===== config.mk =====
export PLATFORM = sky130hd
export DESIGN_NAME = bus_wait_ctrl
export DESIGN_NICKNAME = d
export VERILOG_FILES = /design/src/rtl/bus_wait_pkg.sv /design/src/rtl/bus_wait_sync.sv /design/src/rtl/bus_wait_counter.sv /design/src/rtl/bus_wait_bank.sv /design/src/rtl/bus_wait_page.sv /design/src/rtl/bus_wait_ctrl.sv
export SDC_FILE = /design/constraint.sdc
export NUM_CORES = 1
export LEC_CHECK = 0
export ABC_CLOCK_PERIOD_IN_PS = 3100
export BUFFER_PORTS_ARGS = -buffer_cell sky130_fd_sc_hd__buf_2
export CELL_PAD_IN_SITES_DETAIL_PLACEMENT = 1
export CELL_PAD_IN_SITES_GLOBAL_PLACEMENT = 1
export CORE_MARGIN = 2
export CORE_UTILIZATION = 43
export CTS_CLUSTER_SIZE = 40
export DETAILED_ROUTE_END_ITERATION = 10
export PLACE_DENSITY_LB_ADDON = 0.08
export SYNTH_ARGS = -nofsm -noshare
export SYNTH_HDL_FRONTEND = slang
export SYNTH_SLANG_ARGS = --single-unit

===== constraint.sdc =====
create_clock -name clk -period 3.1 [get_ports clk]
set_input_delay 0.31 -clock clk [delete_from_list [all_inputs] [get_ports clk]]
set_output_delay 0.31 -clock clk [all_outputs]
set_load 0.01 [all_outputs]

===== src/rtl/bus_wait_pkg.sv =====
package bus_wait_pkg;

    localparam int ADDR_W    = 24;
    localparam int WAIT_W    = 3;
    localparam int BANKSEL_W = 5;
    localparam int PAGE_BITS = 2;
    localparam int SYNC_LEN  = 2;

    typedef enum logic [1:0] {
        ST_IDLE   = 2'd0,
        ST_NULL   = 2'd1,
        ST_ACCESS = 2'd2
    } bus_state_e;

    typedef struct packed {
        logic [ADDR_W-1:0] addr;
        logic              rnw;
        logic [WAIT_W-1:0] wait_cnt;
    } bus_req_t;

    // Decide whether the current access cycle may finish.
    function automatic logic cycle_done(input logic or_mode,
                                        input logic ext_ready,
                                        input logic cnt_expired);
        if (or_mode)
            return ext_ready && cnt_expired;
        else
            return ext_ready || cnt_expired;
    endfunction

endpackage


===== src/rtl/bus_wait_sync.sv =====
module bus_wait_sync #(
    parameter int   STAGES    = 2,
    parameter logic RESET_VAL = 1'b1
) (
    input  logic clk,
    input  logic rst,
    input  logic d_i,
    output logic q_o
);
    logic [STAGES-1:0] chain_q;

    always_ff @(posedge clk) begin
        if (rst)
            chain_q <= {STAGES{RESET_VAL}};
        else
            chain_q <= {chain_q[STAGES-2:0], d_i};
    end

    assign q_o = chain_q[STAGES-1];
endmodule


===== src/rtl/bus_wait_counter.sv =====
module bus_wait_counter #(
    parameter int WIDTH = 3
) (
    input  logic             clk,
    input  logic             rst,
    input  logic             load_i,
    input  logic [WIDTH-1:0] load_val_i,
    input  logic             dec_i,
    output logic             zero_o
);
    logic [WIDTH-1:0] cnt_q;

    always_ff @(posedge clk) begin
        if (rst)
            cnt_q <= '0;
        else if (load_i)
            cnt_q <= load_val_i;
        else if (dec_i && (cnt_q != '0))
            cnt_q <= cnt_q - 1'b1;
    end

    assign zero_o = (cnt_q == '0);
endmodule


===== src/rtl/bus_wait_bank.sv =====
module bus_wait_bank #(
    parameter int ADDR_W = 24,
    parameter int SEL_W  = 5
) (
    input  logic              clk,
    input  logic              rst,
    input  logic [ADDR_W-1:0] addr_i,
    input  logic [SEL_W-1:0]  nbits_i,
    input  logic              store_i,
    input  logic [ADDR_W-1:0] store_addr_i,
    output logic              enabled_o,
    output logic              mismatch_o
);
    logic [ADDR_W-1:0] prev_q;
    logic              prev_valid_q;
    logic [ADDR_W-1:0] mask;

    for (genvar i = 0; i < ADDR_W; i++) begin : g_mask
        assign mask[i] = ((32'(nbits_i) + 32'(i)) >= 32'(ADDR_W));
    end

    always_ff @(posedge clk) begin
        if (rst) begin
            prev_q       <= '0;
            prev_valid_q <= 1'b0;
        end else if (store_i) begin
            prev_q       <= store_addr_i;
            prev_valid_q <= 1'b1;
        end
    end

    assign enabled_o  = (nbits_i != '0);
    assign mismatch_o = !prev_valid_q || (((addr_i ^ prev_q) & mask) != '0);
endmodule


===== src/rtl/bus_wait_page.sv =====
module bus_wait_page #(
    parameter int SEL_BITS = 2,
    localparam int PAGES   = 1 << SEL_BITS
) (
    input  logic                en_i,
    input  logic [SEL_BITS-1:0] sel_i,
    output logic [PAGES-1:0]    page_n_o
);
    for (genvar k = 0; k < PAGES; k++) begin : g_page
        assign page_n_o[k] = !(en_i && (sel_i == SEL_BITS'(k)));
    end
endmodule


===== src/rtl/bus_wait_ctrl.sv =====
module bus_wait_ctrl
    import bus_wait_pkg::*;
#(
    parameter int AW     = ADDR_W,
    parameter int WW     = WAIT_W,
    parameter int SW     = BANKSEL_W,
    parameter int PB     = PAGE_BITS,
    localparam int NPAGE = 1 << PB
) (
    input  logic             clk,
    input  logic             rst,
    input  logic             req_i,
    input  logic [AW-1:0]    addr_i,
    input  logic             rnw_i,
    input  logic             ready_n_i,
    input  logic [WW-1:0]    wait_cnt_i,
    input  logic [SW-1:0]    bank_bits_i,
    input  logic             or_mode_i,
    output logic             bus_ready_o,
    output logic             strb_n_o,
    output logic [NPAGE-1:0] page_n_o
);
    bus_state_e state_q, state_d;

    logic [AW-1:0] cap_addr_q;
    logic          cap_rnw_q;
    logic [WW-1:0] cap_wait_q;

    logic ready_n_sync;
    logic cnt_zero;
    logic bank_en, bank_miss;
    logic accept, go_null, in_access, null_act, done;
    logic cnt_load;
    logic [WW-1:0] cnt_load_val;

    bus_wait_sync #(.STAGES(SYNC_LEN), .RESET_VAL(1'b1)) u_sync (
        .clk (clk),
        .rst (rst),
        .d_i (ready_n_i),
        .q_o (ready_n_sync)
    );

    bus_wait_bank #(.ADDR_W(AW), .SEL_W(SW)) u_bank (
        .clk          (clk),
        .rst          (rst),
        .addr_i       (addr_i),
        .nbits_i      (bank_bits_i),
        .store_i      (done),
        .store_addr_i (cap_addr_q),
        .enabled_o    (bank_en),
        .mismatch_o   (bank_miss)
    );

    assign in_access = (state_q == ST_ACCESS);
    assign null_act  = (state_q == ST_NULL);
    assign accept    = (state_q == ST_IDLE) && req_i;
    assign go_null   = rnw_i && bank_en && bank_miss;
    assign done      = in_access && cycle_done(or_mode_i, !ready_n_sync, cnt_zero);

    assign cnt_load     = (accept && !go_null) || null_act;
    assign cnt_load_val = null_act ? cap_wait_q : wait_cnt_i;

    bus_wait_counter #(.WIDTH(WW)) u_cnt (
        .clk        (clk),
        .rst        (rst),
        .load_i     (cnt_load),
        .load_val_i (cnt_load_val),
        .dec_i      (in_access),
        .zero_o     (cnt_zero)
    );

    always_comb begin
        state_d = state_q;
        unique case (state_q)
            ST_IDLE:   if (req_i) state_d = go_null ? ST_NULL : ST_ACCESS;
            ST_NULL:   state_d = ST_ACCESS;
            ST_ACCESS: if (done) state_d = ST_IDLE;
            default:   state_d = ST_IDLE;
        endcase
    end

    always_ff @(posedge clk) begin
        if (rst) begin
            state_q    <= ST_IDLE;
            cap_addr_q <= '0;
            cap_rnw_q  <= 1'b0;
            cap_wait_q <= '0;
        end else begin
            state_q <= state_d;
            if (accept) begin
                cap_addr_q <= addr_i;
                cap_rnw_q  <= rnw_i;
                cap_wait_q <= wait_cnt_i;
            end
        end
    end

    bus_wait_page #(.SEL_BITS(PB)) u_page (
        .en_i     (in_access),
        .sel_i    (cap_addr_q[AW-1 -: PB]),
        .page_n_o (page_n_o)
    );

    assign strb_n_o    = !in_access;
    assign bus_ready_o = done;
endmodule


======== Word level (Yosys, flattened, before mapping) ========
Cells that the tools add are included.
storage, ports and cells
  register bits ........................... 59
  input port bits ......................... 38
cells by class
  add/sub/neg operators ................... 24
  $lt $le $gt $ge ......................... 24
  equal/unequal tests ..................... 7
  multiplexer cells ....................... 8
  bitwise logic cells ..................... 2
  reduce and logical (&&, ||, !) cells .... 30
operators by type and width
  cell                 count
  $ge 32x5->1 const B  23
  $add 5x4->6 const B  8
  $add 5x5->6 const B  8
  $add 5x3->6 const B  4
  $and 24x24->24       1
  $reduce_bool 24->1   1
  $xor 24x24->24       1
  $add 5x2->6 const B  2
  $logic_and 1x1->1    11
  $mux 3               3
  $logic_not 1->1      8
  $add 5x1->6 const B  1
  $eq 2x2->1 const B   3
  $mux 2               3
  $pmux 2 s3           1
  $ge 5x5->1 const B   1
  $reduce_bool 5->1    1
  $eq 2x1->1 const B   2
  $logic_not 2->1      2
  $ne 2x2->1 const B   2
  $logic_not 3->1      1
  $logic_or 1x1->1     3
  $reduce_bool 3->1    1
  $sub 3x1->3 const B  1
  other kinds (3)      3

======== Depth between registers and ports, before layout ========
  depth after elaboration ................. 10
  gate-level depth with buffers ........... 12

======== Hierarchy ========
From an unflattened synthesis, not the netlist that was laid out.
unflattened totals
  cells, all modules ...................... 371
  area, all modules ....................... 3420.8 µm²
modules (own cells, without submodules)
  module            instances  cells an instance  area each (µm²)  sequential area each (µm²)
  bus_wait_bank     1          237                2019.4           500.5
  bus_wait_ctrl     1          105                1137.3           580.6
  bus_wait_counter  1          21                 182.7            60.1
  bus_wait_sync     1          4                  52.6             40.0
  bus_wait_page     1          4                  28.8             0.0

======== Least setup slack after synthesis ========
Ideal clock, no wire load.
  path kind ............................... in2reg
  start point ............................. in bank_bits_i[1]
  end point ............................... reg u_cnt.cnt_q[1]
  data arrival time ....................... 2.430 ns
  slack ................................... 0.548 ns
  stages on the path ...................... 12
  cells stage by stage .................... clkbuf_2 > buf_4 > inv_1 > ha_1 > a21o_1 > a211oi_2 > xnor2_1 > o22ai_1 > nand4bb_1 > o31ai_2 > nand2b_1 > mux2_4
between the ends
  cells in the longest elaborated chain, start to end .. 10
ends and longest elaborated chain
  element                                             line                    source
  from (decl)                                         bus_wait_ctrl.sv:17     input logic [SW-1:0] bank_bits_i,
  $add 5x1->6 (tied with other cells)                 bus_wait_bank.sv:19     assign mask[i] = ((32'(nbits_i) + 32'(i)) >= 32'(ADDR_W));
  $ge 32x5->1                                         bus_wait_bank.sv:19
  $and 24x24->24                                      bus_wait_bank.sv:33     assign mismatch_o = !prev_valid_q || (((addr_i ^ prev_q) & mask) != '0);
  $reduce_bool 24->1                                  bus_wait_bank.sv:33
  $logic_or 1x1->1                                    bus_wait_bank.sv:33
  $logic_and 1x1->1 *                                 bus_wait_ctrl.sv:57     assign go_null = rnw_i && bank_en && bank_miss;
  $logic_not 1->1 *                                   bus_wait_ctrl.sv:60     assign cnt_load = (accept && !go_null) || null_act;
  $logic_and 1x1->1 *                                 bus_wait_ctrl.sv:60
  $logic_or 1x1->1 *                                  bus_wait_ctrl.sv:60
  $mux 3 / $reduce_bool 2->1 (equally long branches)  -
  to (signal assigned)                                bus_wait_counter.sv:17  cnt_q <= load_val_i;
  to (signal assigned)                                bus_wait_counter.sv:19  cnt_q <= cnt_q - 1'b1;
  to (decl)                                           bus_wait_counter.sv:11  logic [WIDTH-1:0] cnt_q;
Mark *: on every way between the ends. The rest lies on a longest branch, timed or not.
A chain may end at the register's enable or synchronous reset.

======== Worst setup path in the final report ========
  start point ............................. in bank_bits_i[3]
  end point ............................... reg u_cnt.cnt_q[1]
Same word-level chain as after synthesis.

==> run summary <==
Clock Sinks = 59
DIE AREA = 8850 sq um
Cell Pwr Density = 456 nW/um^2
RSZ-0062 raised after global routing = false
Num CTS Buffers = 9
Final hold violations = 0
Wire per inst = 16.3 um
Initial core utilization = 44.7%
Worst Max-Slew Pin Slew = 0.553 ns
R2r setup slk = 0.74 ns
Vias in the first global route = 3382
Seq/Total Area, Yosys = 33.9%
Critical Path Sink = u_cnt.cnt_q[1]
Rel. slew slack = 62.7%
Hpwl dp = 7210 um
Syn_nets = 512
Period minus WS final = 2.58 ns
Share of layout cells above drive strength 1 = 15.6%
# rows = 32
FF-to-FF path depth = 7
Final nets = 546
Post-synth EDFFs = 0
GRT overflow = 0
Clock Latency Late Sink = 0.34 ns
Final instance area = 3920 sq um
GP Congestion = 0.891
Crit path from = bank_bits_i[3]
Critical path type = in -> reg
Routed Antenna Nets = 0
Crit. End Element = register
Final TNS setup = 0 ns
I/O pins = 44
Die W = 94.1 um
Worst R2R End = u_cnt.cnt_q[1]
Mapped Area = 3490 sq um
Clock root buffer = clkbuf_8
Pin count of the biggest net entering global routing = 40
CTS tree = built
Die Ht = 94.1 um
Clk slew on worst S/H paths = 0.07 ns
Period utilisation layout = 83.3%
Worst R2R Start = u_bank.prev_q[4]
Maxcap violations = 0
Async SR Flop Fraction = 0%
Outcome = finished, final reports clean
Clock Skews = 0.00684 ns
Clock Path Buffers = 2
Final wirelength = 9790 um
Crit path arrival time = 2.82 ns
Ys Warns = 0
Mean Syn Cell Area = 7.57 sq um
First-pass GRT wire length = 16600 um
Slowest Stage Delay on Critical Path = 0.38 ns
Slowest cell on crit path = a2111oi_2
Post-DR vias/cell = 5.46
Setup WS pre-CTS = 0.202 ns
Met3 usage = 4.33%
Core box area = 7810 sq um
# diodes = 0
Finish-stage setup viols = 0
Met2 track demand over resource = 36.7%
Most Crowded Layer GR = met2
DRC = 0
Synth area leader = dfxtp_1
FMAX = 0.387 GHz
Slew Limit Fails = 0
Synth top area share = 33.9%
Setup ws final = 0.519 ns
Netlist cell types = 60
Cts hold-fix bufs = 0
CTS resizes = 0
Worst-path fanout max = 14
Top-count cell post-synth = nand2_1
Area grow syn2layout = 12.4%
Area after DPL = 3750 sq um
H-Tree Level Count = 3
Min-Delay Path Class = in -> reg
M1 GR Usage = 33.2%
Most frequent cells after synthesis = 114 x nand2_1, 72 x a21oi_1, 59 x dfxtp_1
Syn Inst Count = 461
Ys flop type = dfxtp_1
Max IR drop VDD = 230 uV
Critical Path Source Type = primary input
1st-iter DRT viols = 150
Post-CTS Setup Inserts = 0
Initial antenna violation count = 0
I/O Buffers = 43
#FFs+latches synth = 59
GRT Util Overall = 24.1%
Leakage = 1.51 nW
DR vias = 3285
CP required = 3.33 ns
Ranking of synthesized cells by area = dfxtp_1 34%, nand2_1 12%, a21oi_1 10%, ha_1 4.7%, xnor2_1 3.8%
First-pass iteration count of the detailed router = 4
Crit-path cells = buf_2 -> buf_4 -> ha_1 -> a31oi_1 -> nand3_1 -> o311ai_0 -> a2111oi_2 -> nand4_1 -> o31ai_2 -> nand2b_1 -> mux2_4
==> per-stage QoR <==
stage / total power (W) / std cells / hold slack, ns / utilization, %
2_1_floorplan: 0.00108 / 461 / 0.389 / -
3_3_place_gp: 0.00119 / 586 / 0.392 / 48.1
3_5_place_dp: 0.00120 / 586 / 0.400 / 48.1
4_1_cts: 0.00181 / 602 / 0.134 / 50.2
5_1_grt: 0.00189 / 602 / 0.142 / 50.2
6_report: 0.00179 / 602 / 0.152 / 50.2
==> power by group <==
part	switching, W	internal (W)
registers	0.0000291	0.000795
clock network	0.000323	0.000284
logic	0.000218	0.000138
total	0.000570	0.00122
==> registers in the layout, summed over array words and instances (netlist names) <==
name                 count
u_cnt.cnt_q              3
u_sync.chain_q           2
cap_wait_q               3
u_bank.prev_valid_q      1
cap_addr_q              24
state_q                  2
u_bank.prev_q           24
==> routing by layer <==
metal  part of all wire, %  wire length, um  up-vias
met5                     0                0        -
met4                   2.5              242        0
met3                   3.8              376       16
met2                    45             4390       70
met1                    49             4780     1560
li1                      -                -     1639
==> worst max-delay path: cells and delay by family <==
| kind | cells | cell delay, ns |
|---|---|---|
| AND/OR/NAND/NOR | 3 | 0.51 |
| buffers and inverters | 2 | 0.36 |
| AO/OA/AOI/OAI | 4 | 1.07 |
| multiplexers | 1 | 0.31 |
| adder cells (fa/ha/maj) | 1 | 0.25 |
==> layout make-up <==
cell class | count | area [sq um]
Clock buffer | 9 | 124
Timing Repair Buffer | 53 | 290
Inverter | 14 | 52.6
Clock inverter | 7 | 45.0
Multi-Input combinational cell | 358 | 2100
Tap cell | 102 | 128
Sequential cell | 59 | 1180
Fill cell | 1040 | 3880
==> cells in the final DEF (no fill, tap or decap), drive strengths merged, types with 2 or more instances in the layout <==
master and n:
a22oi 3, nand2 114, o21ai 11, inv 12
xor2 13, nor2 16, nand2b 13, o211ai 5
nor2b 7, a211oi 5, a21boi 2, o31ai 4
a21o 5, nand3b 2, or3 2, ha 13
a31oi 3, clkbuf 9, nor4 2, a2111oi 3
xnor2 15, nor3 4, and2 2, a221oi 3
maj3 2, clkinv 5, nor3b 3, buf 53
clkinvlp 4, a21oi 72, nand3 6, or2 3
mux2i 5, dfxtp 59, a2bb2oi 2
==> cells by family after synthesis <==
group                    after synthesis  share of synthesized area, %
AO/OA/AOI/OAI                        129                          22.9
XOR/XNOR                              28                          7.03
adder cells (fa/ha/maj)               15                          5.24
buffers and inverters                 44                          6.03
flip-flops                            59                          33.9
multiplexers                           6                          1.87
AND/OR/NAND/NOR                      180                          23.1
==> how the worst min path moves through the flow <==
| stage | start | end | depth (start not counted) |
|---|---|---|---|
| 3_3_place_gp | u_sync.chain_q[0] | u_sync.chain_q[1] | 1 |
| 6_report | ready_n_i | u_sync.chain_q[0] | 2 |
| 3_5_place_dp | u_sync.chain_q[0] | u_sync.chain_q[1] | 1 |
| 5_1_grt | ready_n_i | u_sync.chain_q[0] | 2 |
| 4_1_cts | ready_n_i | u_sync.chain_q[0] | 2 |
| 2_1_floorplan | u_sync.chain_q[0] | u_sync.chain_q[1] | 1 |
Power figures use the tool's default switching activity.
